[src/rtl/osd_pkg.sv]
package osd_pkg;
  localparam int CODE_W = 6;
  localparam int ATTR_W = CODE_W + 1;

  function automatic logic cell_is_var(input logic [CODE_W-1:0] pat, input int col);
    return pat[CODE_W-1] && (col < int'(pat[CODE_W-2:0]));
  endfunction

  function automatic int var_count(input logic [CODE_W-1:0] pat, input int cols);
    int n;
    n = pat[CODE_W-1] ? int'(pat[CODE_W-2:0]) : 0;
    return (n > cols) ? cols : n;
  endfunction

  function automatic logic [CODE_W-1:0] fixed_code(input logic [CODE_W-1:0] pat, input int col);
    return CODE_W'(int'(pat) + col);
  endfunction

  function automatic logic glyph_dot(input logic [CODE_W-1:0] code, input int dx, input int dy,
                                     input int cw, input int ch);
    int k;
    k = int'(code);
    return (k != 0) && ((dx == k % cw) || (dy == k % ch));
  endfunction
endpackage

[src/rtl/osd_store.sv]
module osd_store import osd_pkg::*; #(
  parameter int DEPTH  = 176,
  parameter int ROWS   = 12,
  parameter int ADDR_W = 8,
  parameter int SLOT_W = 9,
  parameter int ROW_W  = 4
) (
  input  logic              clk_i,
  input  logic              rst_ni,
  input  logic              wr_en_i,
  input  logic [ADDR_W-1:0] wr_addr_i,
  input  logic [ATTR_W-1:0] wr_data_i,
  input  logic [SLOT_W-1:0] rd_slot_i,
  input  logic [ROW_W-1:0]  rd_row_i,
  output logic [ATTR_W-1:0] slot_attr_o,
  output logic [ATTR_W-1:0] row_attr_o
);
  localparam int IDX_W = $clog2(DEPTH);

  logic [ATTR_W-1:0] mem_q  [DEPTH];
  logic [ATTR_W-1:0] rows_q [ROWS];

  for (genvar i = 0; i < DEPTH; i++) begin : g_mem
    always_ff @(posedge clk_i or negedge rst_ni) begin
      if (!rst_ni) mem_q[i] <= '0;
      else if (wr_en_i && wr_addr_i == ADDR_W'(i)) mem_q[i] <= wr_data_i;
    end
  end

  for (genvar r = 0; r < ROWS; r++) begin : g_row
    always_ff @(posedge clk_i or negedge rst_ni) begin
      if (!rst_ni) rows_q[r] <= '0;
      else if (wr_en_i && wr_addr_i == ADDR_W'(DEPTH + r)) rows_q[r] <= wr_data_i;
    end
  end

  // entries past the end read as a blank, non-blinking code
  assign slot_attr_o = (int'(rd_slot_i) < DEPTH) ? mem_q[rd_slot_i[IDX_W-1:0]] : '0;
  assign row_attr_o  = (int'(rd_row_i) < ROWS) ? rows_q[rd_row_i] : '0;
endmodule

[src/rtl/osd_scan.sv]
module osd_scan import osd_pkg::*; #(
  parameter int COLS   = 24,
  parameter int ROWS   = 12,
  parameter int CELL_W = 12,
  parameter int CELL_H = 18,
  parameter int HW     = 11,
  parameter int VW     = 10,
  parameter int POS_W  = 6,
  parameter int SIZE_W = 2,
  parameter int SLOT_W = 9,
  parameter int COL_W  = 5,
  parameter int ROW_W  = 4,
  parameter int DX_W   = 4,
  parameter int DY_W   = 5
) (
  input  logic              clk_i,
  input  logic              rst_ni,
  input  logic [HW-1:0]     hcnt_i,
  input  logic [VW-1:0]     vcnt_i,
  input  logic [POS_W-1:0]  hpos_i,
  input  logic [POS_W-1:0]  vpos_i,
  input  logic [SIZE_W-1:0] hsize_i,
  input  logic [SIZE_W-1:0] vsize_i,
  input  logic [CODE_W-1:0] row_pat_i,
  output logic              h_act_o,
  output logic              v_act_o,
  output logic [COL_W-1:0]  col_o,
  output logic [ROW_W-1:0]  row_o,
  output logic [DX_W-1:0]   dx_o,
  output logic [DY_W-1:0]   dy_o,
  output logic [SLOT_W-1:0] slot_o
);
  logic [HW-1:0] x0;
  logic [VW-1:0] y0;
  assign x0 = HW'({hpos_i, 2'b00});
  assign y0 = VW'({vpos_i, 2'b00});

  logic              v_act_q, v_act_n;
  logic [ROW_W-1:0]  row_q, row_n;
  logic [DY_W-1:0]   dy_q, dy_n;
  logic [SIZE_W-1:0] vrep_q, vrep_n;
  logic [SLOT_W-1:0] base_q, base_n;

  logic              h_act_q, h_act_n;
  logic [COL_W-1:0]  col_q, col_n;
  logic [DX_W-1:0]   dx_q, dx_n;
  logic [SIZE_W-1:0] hrep_q, hrep_n;
  logic [SLOT_W-1:0] slot_q, slot_n;

  // vertical: evaluated once per line, at hcnt_i == 0
  always_comb begin
    v_act_n = v_act_q;
    row_n   = row_q;
    dy_n    = dy_q;
    vrep_n  = vrep_q;
    base_n  = base_q;
    if (hcnt_i == '0) begin
      if (vcnt_i == y0) begin
        v_act_n = 1'b1;
        row_n   = '0;
        dy_n    = '0;
        vrep_n  = '0;
        base_n  = '0;
      end else if (v_act_q) begin
        if (vrep_q == vsize_i) begin
          vrep_n = '0;
          if (dy_q == DY_W'(CELL_H - 1)) begin
            dy_n   = '0;
            base_n = base_q + SLOT_W'(var_count(row_pat_i, COLS));
            if (row_q == ROW_W'(ROWS - 1)) v_act_n = 1'b0;
            else                           row_n   = row_q + 1'b1;
          end else begin
            dy_n = dy_q + 1'b1;
          end
        end else begin
          vrep_n = vrep_q + 1'b1;
        end
      end
    end
  end

  // horizontal: one dot per clock from x0
  always_comb begin
    h_act_n = h_act_q;
    col_n   = col_q;
    dx_n    = dx_q;
    hrep_n  = hrep_q;
    slot_n  = slot_q;
    if (hcnt_i == x0) begin
      h_act_n = 1'b1;
      col_n   = '0;
      dx_n    = '0;
      hrep_n  = '0;
      slot_n  = base_n;
    end else if (h_act_q) begin
      if (hrep_q == hsize_i) begin
        hrep_n = '0;
        if (dx_q == DX_W'(CELL_W - 1)) begin
          dx_n = '0;
          if (cell_is_var(row_pat_i, int'(col_q))) slot_n = slot_q + 1'b1;
          if (col_q == COL_W'(COLS - 1)) h_act_n = 1'b0;
          else                           col_n   = col_q + 1'b1;
        end else begin
          dx_n = dx_q + 1'b1;
        end
      end else begin
        hrep_n = hrep_q + 1'b1;
      end
    end
  end

  always_ff @(posedge clk_i or negedge rst_ni) begin
    if (!rst_ni) begin
      v_act_q <= 1'b0; row_q <= '0; dy_q <= '0; vrep_q <= '0; base_q <= '0;
      h_act_q <= 1'b0; col_q <= '0; dx_q <= '0; hrep_q <= '0; slot_q <= '0;
    end else begin
      v_act_q <= v_act_n; row_q <= row_n; dy_q <= dy_n; vrep_q <= vrep_n; base_q <= base_n;
      h_act_q <= h_act_n; col_q <= col_n; dx_q <= dx_n; hrep_q <= hrep_n; slot_q <= slot_n;
    end
  end

  assign h_act_o = h_act_q;
  assign v_act_o = v_act_q;
  assign col_o   = col_q;
  assign row_o   = row_q;
  assign dx_o    = dx_q;
  assign dy_o    = dy_q;
  assign slot_o  = slot_q;

  p_col_bound_r2: assert property (@(posedge clk_i) disable iff (!rst_ni)
    h_act_q |-> (int'(col_q) < COLS && int'(dx_q) < CELL_W));

  p_row_bound_r2: assert property (@(posedge clk_i) disable iff (!rst_ni)
    v_act_q |-> (int'(row_q) < ROWS && int'(dy_q) < CELL_H));

  p_hstart_r2: assert property (@(posedge clk_i) disable iff (!rst_ni)
    $rose(h_act_q) |-> (col_q == '0 && dx_q == '0 && $past(hcnt_i) == $past(x0)));

  // within a line the entry number never skips
  p_slot_step_r6: assert property (@(posedge clk_i) disable iff (!rst_ni)
    (h_act_q && $past(h_act_q) && $past(hcnt_i) != $past(x0))
      |-> (slot_q == $past(slot_q) || slot_q == $past(slot_q) + 1'b1));
endmodule

[src/rtl/osd_blink.sv]
module osd_blink #(
  parameter int FRAMES = 32
) (
  input  logic clk_i,
  input  logic rst_ni,
  input  logic vsync_i,
  output logic hidden_o
);
  localparam int CNT_W = (FRAMES > 1) ? $clog2(FRAMES) : 1;

  logic             vs_q;
  logic             rise;
  logic [CNT_W-1:0] cnt_q;
  logic             phase_q;

  assign rise = vsync_i & ~vs_q;

  always_ff @(posedge clk_i or negedge rst_ni) begin
    if (!rst_ni) begin
      vs_q    <= 1'b0;
      cnt_q   <= '0;
      phase_q <= 1'b0;
    end else begin
      vs_q <= vsync_i;
      if (rise) begin
        if (cnt_q == CNT_W'(FRAMES - 1)) begin
          cnt_q   <= '0;
          phase_q <= ~phase_q;
        end else begin
          cnt_q <= cnt_q + 1'b1;
        end
      end
    end
  end

  assign hidden_o = phase_q;

  p_phase_on_vsync_r9: assert property (@(posedge clk_i) disable iff (!rst_ni)
    (phase_q != $past(phase_q)) |-> $past(rise));
endmodule

[src/rtl/osd_raster.sv]
module osd_raster import osd_pkg::*; #(
  parameter int COLS         = 24,
  parameter int ROWS         = 12,
  parameter int CELL_W       = 12,
  parameter int CELL_H       = 18,
  parameter int RAM_DEPTH    = 176,
  parameter int HW           = 11,
  parameter int VW           = 10,
  parameter int POS_W        = 6,
  parameter int SIZE_W       = 2,
  parameter int ADDR_W       = 8,
  parameter int BLINK_FRAMES = 32
) (
  input  logic              clk_i,
  input  logic              rst_ni,
  input  logic [HW-1:0]     hcnt_i,
  input  logic [VW-1:0]     vcnt_i,
  input  logic              vsync_i,
  input  logic              wr_en_i,
  input  logic [ADDR_W-1:0] wr_addr_i,
  input  logic [ATTR_W-1:0] wr_data_i,
  input  logic [POS_W-1:0]  hpos_i,
  input  logic [POS_W-1:0]  vpos_i,
  input  logic [SIZE_W-1:0] hsize_i,
  input  logic [SIZE_W-1:0] vsize_i,
  input  logic              blink_en_i,
  output logic              pix_o
);
  localparam int COL_W  = $clog2(COLS);
  localparam int ROW_W  = $clog2(ROWS);
  localparam int DX_W   = $clog2(CELL_W);
  localparam int DY_W   = $clog2(CELL_H);
  localparam int SLOT_W = $clog2(RAM_DEPTH + COLS * ROWS + 1);

  logic              h_act, v_act, hidden;
  logic [COL_W-1:0]  col;
  logic [ROW_W-1:0]  row;
  logic [DX_W-1:0]   dx;
  logic [DY_W-1:0]   dy;
  logic [SLOT_W-1:0] slot;
  logic [ATTR_W-1:0] slot_attr, row_attr;

  osd_store #(
    .DEPTH(RAM_DEPTH), .ROWS(ROWS), .ADDR_W(ADDR_W), .SLOT_W(SLOT_W), .ROW_W(ROW_W)
  ) u_store (
    .clk_i, .rst_ni, .wr_en_i, .wr_addr_i, .wr_data_i,
    .rd_slot_i(slot), .rd_row_i(row),
    .slot_attr_o(slot_attr), .row_attr_o(row_attr)
  );

  osd_scan #(
    .COLS(COLS), .ROWS(ROWS), .CELL_W(CELL_W), .CELL_H(CELL_H), .HW(HW), .VW(VW),
    .POS_W(POS_W), .SIZE_W(SIZE_W), .SLOT_W(SLOT_W), .COL_W(COL_W), .ROW_W(ROW_W),
    .DX_W(DX_W), .DY_W(DY_W)
  ) u_scan (
    .clk_i, .rst_ni, .hcnt_i, .vcnt_i, .hpos_i, .vpos_i, .hsize_i, .vsize_i,
    .row_pat_i(row_attr[CODE_W-1:0]),
    .h_act_o(h_act), .v_act_o(v_act), .col_o(col), .row_o(row),
    .dx_o(dx), .dy_o(dy), .slot_o(slot)
  );

  osd_blink #(.FRAMES(BLINK_FRAMES)) u_blink (
    .clk_i, .rst_ni, .vsync_i, .hidden_o(hidden)
  );

  logic              is_var, blinkable, lit;
  logic [CODE_W-1:0] code;

  always_comb begin
    is_var    = cell_is_var(row_attr[CODE_W-1:0], int'(col));
    code      = is_var ? slot_attr[CODE_W-1:0] : fixed_code(row_attr[CODE_W-1:0], int'(col));
    blinkable = is_var ? slot_attr[CODE_W] : row_attr[CODE_W];
    lit       = h_act && v_act && glyph_dot(code, int'(dx), int'(dy), CELL_W, CELL_H)
                && !(blink_en_i && hidden && blinkable);
  end

  always_ff @(posedge clk_i or negedge rst_ni) begin
    if (!rst_ni) pix_o <= 1'b0;
    else         pix_o <= lit;
  end

  p_pix_needs_window_r3: assert property (@(posedge clk_i) disable iff (!rst_ni)
    pix_o |-> ($past(h_act) && $past(v_act)));
endmodule

[config.mk]
export PLATFORM = sky130hd
export DESIGN_NAME = osd_raster
export DESIGN_NICKNAME = d
export VERILOG_FILES = /design/src/rtl/osd_pkg.sv /design/src/rtl/osd_store.sv /design/src/rtl/osd_scan.sv /design/src/rtl/osd_blink.sv /design/src/rtl/osd_raster.sv
export SDC_FILE = /design/constraint.sdc
export NUM_CORES = 2
export LEC_CHECK = 0
export BUFFER_PORTS_ARGS = -buffer_cell sky130_fd_sc_hd__buf_4
export CAP_MARGIN = 20
export CORE_ASPECT_RATIO = 1.5
export CORE_UTILIZATION = 40
export CTS_CLUSTER_DIAMETER = 30
export DETAILED_ROUTE_END_ITERATION = 10
export PLACE_DENSITY_LB_ADDON = 0.08
export SLEW_MARGIN = 20
export SYNTH_ARGS = -nofsm -noshare
export SYNTH_HDL_FRONTEND = slang
export SYNTH_HIERARCHICAL = 1
export SYNTH_SLANG_ARGS = --single-unit
[constraint.sdc]
create_clock -name clk_i -period 5.8 [get_ports clk_i]
set_clock_uncertainty 0.1 [all_clocks]
set_input_delay 0.87 -clock clk_i [delete_from_list [all_inputs] [get_ports clk_i]]
set_output_delay 0.87 -clock clk_i [all_outputs]
set_load 0.02 [all_outputs]
# == Word-level counts from Yosys, hierarchy flattened ==
# Index checks and enable logic that the tools add are counted.
# totals
regBits,1366
input_bits,57
out_inout_bits,1
wordCells,696
# classes
addsub,10
div_mod_pow,2
order_cmp,6
n_eq_ne,200
muxes,57
bitwise,5
n_reduce_logical,214
# ops
op,count
"== test 8 x 7 -> 1 bit, second input constant",64
"== test 8 bit, second input constant",60
"== test 8 x 6 -> 1 bit, second input constant",32
logical AND 1 bit,195
"== test 8 x 5 -> 1 bit, second input constant",16
2-to-1 mux 9 bit,11
"== test 8 x 4 -> 1 bit, second input constant",8
binary-select mux 7 bit (select 8 bit),1
2-to-1 mux 5 bit,11
2-to-1 mux 7 bit,6
2-to-1 mux 4 bit,9
== test 5 x 32 -> 1 bit,1
== test 6 x 32 -> 1 bit,1
"== test 8 x 3 -> 1 bit, second input constant",4
"greater-than comparator 32 x 6 -> 1 bit, second input constant",1
"modulo 7 x 5 -> 32 bit, second input constant",1
"modulo 7 x 6 -> 32 bit, second input constant",1
binary-select mux 7 bit (select 4 bit),1
"== test 8 x 2 -> 1 bit, second input constant",2
"adder 5 x 1 -> 5 bit, second input constant",3
"== test 5 bit, second input constant",3
nonzero test 2 bit,7
2-to-1 mux 2 bit,6
== test 11 x 8 -> 1 bit,1
30 further kinds,49

# == Depth between registers and ports, before layout ==
# logic_depth
depth_word,15
mapped_depth,24
mapped_depth_nobuf,19

# == By module ==
# Netlist, hierarchy kept.
# modules_own_cells
mod,n_inst,cells_per_inst,area_per_inst_um2,seq_area_each_um2
osd_store,1,3965,60498.0,32931.6
osd_scan,1,289,2745.1,1051.0
osd_raster,1,165,1198.6,25.0
osd_blink,1,31,332.8,175.2

# == Least setup slack after synthesis ==
# Ideal clock, no wire load.
# synth_timing
path_type,register to register
start,"register u_scan.row_q[0], in the netlist u_scan/row_o[0]"
end,register pix_o
setup_ns,0.103
arrival_ns,4.644
required_time_ns,5.597
slack_ns,0.953
path_stages_with_launch,20
path_buffers,2
synth_period_minus_slack_ns,4.847
cell_sequence,dfrtp_1 buf_1 mux4_2 mux2i_1 o21ai_0 inv_1 ha_1 nor2b_1 o2111ai_1 nand2_2 mux2_4 buf_6 nor3_4 inv_1 ha_1 nand2b_1 o21ai_1 nand2_1 o211a_1 o41ai_2
# synth_between
elab_chain_cells,14
elab_cells_between_ends,22
classes_between,add/sub: 1; div: 2; order compare: 2; eq/ne: 2; mux: 6; bitwise: 1; reduce/logical: 8
# synth_rtl
item,line_no,source
"start, declared",osd_scan.sv:39,"logic [ROW_W-1:0] row_q, row_n;"
"start signal, assigned",osd_scan.sv:117,v_act_q <= v_act_n; row_q <= row_n; dy_q <= dy_n; vrep_q <= vrep_n; base_q <= base_n;
NOT 4 -> 5 bit (not written as such),osd_store.sv:39,assign row_attr_o = (int'(rd_row_i) < ROWS) ? rows_q[rd_row_i] : '0;
binary-select mux 7 bit (select 4 bit),osd_store.sv:39,
2-to-1 mux 7 bit (not written as such) (2 in a row),osd_store.sv:39,
2-to-1 mux 7 bit *,osd_store.sv:39,
net row_attr[1],osd_raster.sv:41,"logic [ATTR_W-1:0] slot_attr, row_attr;"
less-than comparator 5 bit,osd_pkg.sv:6,return pat[CODE_W-1] && (col < int'(pat[CODE_W-2:0]));
logical AND 1 bit,osd_pkg.sv:6,
2-to-1 mux 6 bit,osd_raster.sv:71,"code = is_var ? slot_attr[CODE_W-1:0] : fixed_code(row_attr[CODE_W-1:0], int'(col));"
modulo 7 x 5 -> 32 bit or modulo 7 x 6 -> 32 bit (tied branches),osd_pkg.sv:23,return (k != 0) && ((dx == k % cw) || (dy == k % ch));
== test 5 x 32 -> 1 bit or == test 6 x 32 -> 1 bit (tied branches),osd_pkg.sv:23,
logical OR 1 bit,osd_pkg.sv:23,
logical AND 1 bit,osd_pkg.sv:23,
logical AND 1 bit,osd_raster.sv:73,"lit = h_act && v_act && glyph_dot(code, int'(dx), int'(dy), CELL_W, CELL_H)"
logical AND 1 bit *,osd_raster.sv:74,&& !(blink_en_i && hidden && blinkable);
net lit,osd_raster.sv:66,"logic is_var, blinkable, lit;"
"end signal, assigned",osd_raster.sv:79,else pix_o <= lit;
"end, declared",osd_raster.sv:27,output logic pix_o
# The timed path passes the listed nets; every way through them passes the cells marked *. The select of a mux whose other input is x is not followed.
# A chain may end at the register's enable or synchronous reset.

# == Worst setup path after layout ==
# layout_timing
start,"register u_scan.slot_q[0], in the netlist u_scan/slot_o[0]"
end,register pix_o
# layout_between
elab_chain_cells,12
elab_cells_between_ends,19
classes_between,div: 2; order compare: 1; eq/ne: 2; mux: 6; bitwise: 1; reduce/logical: 7
# layout_rtl
item,line_no,source
"start, declared",osd_scan.sv:48,"logic [SLOT_W-1:0] slot_q, slot_n;"
"start signal, assigned",osd_scan.sv:118,h_act_q <= h_act_n; col_q <= col_n; dx_q <= dx_n; hrep_q <= hrep_n; slot_q <= slot_n;
NOT 8 -> 9 bit (not written as such),osd_store.sv:38,assign slot_attr_o = (int'(rd_slot_i) < DEPTH) ? mem_q[rd_slot_i[IDX_W-1:0]] : '0;
binary-select mux 7 bit (select 8 bit),osd_store.sv:38,
2-to-1 mux 7 bit (not written as such) (2 in a row),osd_store.sv:38,
2-to-1 mux 7 bit *,osd_store.sv:38,
net slot_attr[4],osd_raster.sv:41,
2-to-1 mux 6 bit *,osd_raster.sv:71,
modulo 7 x 5 -> 32 bit or modulo 7 x 6 -> 32 bit (tied branches),osd_pkg.sv:23,
== test 5 x 32 -> 1 bit or == test 6 x 32 -> 1 bit (tied branches),osd_pkg.sv:23,
logical OR 1 bit,osd_pkg.sv:23,
logical AND 1 bit *,osd_pkg.sv:23,
logical AND 1 bit *,osd_raster.sv:73,
logical AND 1 bit *,osd_raster.sv:74,
net lit,osd_raster.sv:66,
# Marked as above.

==> reports/qor.txt <==
cell taking the most area after synthesis -> dfrtp_1
Most Crowded Layer GR -> met2
first-pass GRT wire length -> 291 mm
RePlAce Congestion -> 0.862
DR pass1 iterations -> 5
setup violators final -> 0
maximum vdd drop -> 0.310 mV
register bit total from synthesis -> 1366
Max Slew Vio Count -> 0
num rows -> 180
grt total ovfl -> 0
Syn-to-layout area delta -> 20.1%
CP Data Arrival Time -> 6.10 ns
vias in the first global route -> 42600
CTS tree -> yes
clk sinks -> 1366
synth unique cells -> 97
largest net degree at the start of global routing -> 189
CTS Root Cell -> clkbuf_16
fmax -> 184 MHz
critical path class -> flop to flop
fin nets -> 4743
unrepaired setup endpoints after global routing -> no
Hold WC Path Type -> input port to flop
Initial DRC Count -> 2462
met1 Resource Use GR -> 0.302
layout cells sized above 1 -> 0.487
Post-DRT Antenna Nets -> 0
CTS max path bufs -> 4
Synth area leaders -> dfrtp_1 53%, mux2_2 23%, mux4_2 11%
crit path capture type -> flop
cts repair resizes -> 0
Post-route DRC -> 0
clk_lat worst skew -> 0.90 ns
Slew HR -> 0.209
EDFF count, synth -> 0
Fin Setup TNS -> 0 ns
initial core utilization -> 0.403
Yosys top cell area share -> 0.528
sequential share of the synthesized area -> 0.528
startpoint type of the worst setup path -> flop
Synth Cell Area -> 64800 um2
I/O Pins -> 58
Lkg Pwr -> 36.0 nW
most common cell in the synthesized netlist -> dfrtp_1
WL final -> 193 mm
CP required -> 6.47 ns
Die Area -> 164000 um2
Total Power -> 0.0282 W
CTS H-tree depth -> 5
max-cap viol count -> 0
Power per Cell Area -> 363 nW/um2
Vias/cell -> 5.70
crit share post-route -> 0.936
endpoints failing hold -> 0
status -> finished clean
chip width -> 331 um
yosys warns -> 6
async set-or-reset flop fraction in the synthesized netlist -> 1.00
vias -> 39678
min Tclk post-route -> 5.43 ns
CP Max Fanout -> 17
Syn Area/Cell -> 14.6 um2
most frequent cells after synthesis -> 1366 x dfrtp_1, 1328 x mux2_2, 302 x mux4_2
port bufs -> 57
Total GRT Usage -> 0.241
per-cell routed wire length -> 27.8 um
Most used DFF post-synth -> dfrtp_1
Syn Inst Count -> 4450
met2 GRT Util -> 0.410
initial antenna violation count -> 2
CTS buffer count -> 294
CTS clk-pin slew, worst paths -> 0.05 ns
Worst Tran Pin Value -> 1.18 ns
Synthesized Nets -> 4540
GR Util met3 -> 0.0403
# fillers -> 13988
core box area -> 161000 um2
Final HPWL DP -> 127 mm
Die Y -> 495 um
==> worst paths after layout <==
kind	slack, ns	cells past startpoint	start	to
min in group asynchronous	0.44	2	rst_ni	u_store/mem_q[858]
worst max register to register	0.37	18	u_scan/slot_o[0]	pix_o
worst min register to register	0.40	1	u_store/mem_q[197]	u_store/mem_q[197]
max in group asynchronous	3.58	3	rst_ni	u_scan/slot_o[4]
worst min-delay path	0.37	4	blink_en_i	pix_o
worst max-delay path	0.37	18	u_scan/slot_o[0]	pix_o
==> cells by family after synthesis <==
family	after synthesis	share of synthesized area
AOI/OAI and AO/OA	312	0.0337
xor gates and xnor gates	39	0.00551
adders and majority gates	33	0.00661
buffers and inverters	338	0.0251
DFF	1366	0.528
muxes	1767	0.357
and+or+nand+nor	595	0.0442
==> power by group <==
group / leakage, nW / total [W] / switching [W] / internal [W]
Sequential: 18.8 / 0.0103 / 0.000244 / 0.0100
Clock: 4.77 / 0.0166 / 0.00528 / 0.0113
Combinational: 12.4 / 0.00139 / 0.000762 / 0.000633
Total: 36.0 / 0.0282 / 0.00629 / 0.0219
==> layer usage <==
metal,share of wire,wire (um),up-vias
li1,-,-,17058
met1,0.41,79800,21364
met2,0.51,98200,908
met3,0.038,7400,348
met4,0.042,8070,0
met5,0,0,-
==> final cells by class <==
class / instances / area, um2 / area share
clock inverter: 135 / 1690 / 0.0217
antenna: 2 / 5.00 / 0.0000643
sequential: 1366 / 34200 / 0.439
multi-input combinational: 2746 / 29000 / 0.373
timing repair buffer: 216 / 2050 / 0.0264
inverter: 29 / 110 / 0.00142
tap: 2093 / 2620 / 0.0337
clock buffer: 373 / 8110 / 0.104
==> placed cells by master (no fill, tap or decap), drive strengths merged, types with 26 or more instances in the layout <==
cell | netlist | layout
nor3 | 28 | 28
clkinv | 0 | 64
mux2i | 135 | 135
dfrtp | 1366 | 1366
inv | 29 | 41
clkbuf | 213 | 373
ha | 31 | 31
nand2 | 192 | 192
mux4 | 302 | 302
clkinvlp | 0 | 26
o21ai | 64 | 64
a21oi | 66 | 66
bufinv | 0 | 33
mux2 | 1330 | 1330
nor2 | 181 | 181
buf | 96 | 213
nand3 | 43 | 43
==> critical path: stages, from the launching register on <==
cell and delay, ns:
dfrtp_4 0.55, buf_12 0.22, buf_12 0.21, mux4_2 0.52, a22oi_1 0.18, nand3_1 0.16, o21ai_0 0.45, nand3_1 0.42
a31o_1 0.40, o211ai_1 0.28, inv_2 0.14, nor3_4 0.23, inv_1 0.10, ha_1 0.35, nand2b_1 0.19, o21ai_1 0.22
nand2_1 0.08, o211a_1 0.24, o41ai_2 0.27
==> flip-flops by register name (all words and copies together) (netlist names) <==
register and cells:
pix_o 1, u_blink/cnt_q 5, u_blink/hidden_o 1, u_blink/vs_q 1, u_scan/base_q 9, u_scan/col_o 5, u_scan/dx_o 4, u_scan/dy_o 5
u_scan/h_act_o 1, u_scan/hrep_q 2, u_scan/row_o 4, u_scan/slot_o 9, u_scan/v_act_o 1, u_scan/vrep_q 2, u_store/mem_q 1232, u_store/rows_q 84
==> what timing repair did <==
action / 4_1_cts / 5_1_grt
endpoints found under the hold margin: 104 / 0
hold buffers: 2 / 0
buffers inserted: 0 / 0
endpoints found under the setup margin: 0 / 0
==> stage by stage <==
| stage | instances | hold WS, ns | area, um2 | util | setup slack, ns |
|---|---|---|---|---|---|
| after global placement | 6447 | 0.366 | 68000 | 0.423 | 0.209 |
| after global routing | 6959 | 0.383 | 77800 | 0.485 | 0.104 |
| after CTS | 6958 | 0.314 | 77800 | 0.485 | 0.425 |
| after detailed placement | 6448 | 0.386 | 68000 | 0.423 | 0.454 |
| final | 6960 | 0.371 | 77800 | 0.485 | 0.374 |
| after floorplan | 4450 | 0.345 | 64800 | - | 0.953 |
Power figures use the tool's default switching activity.
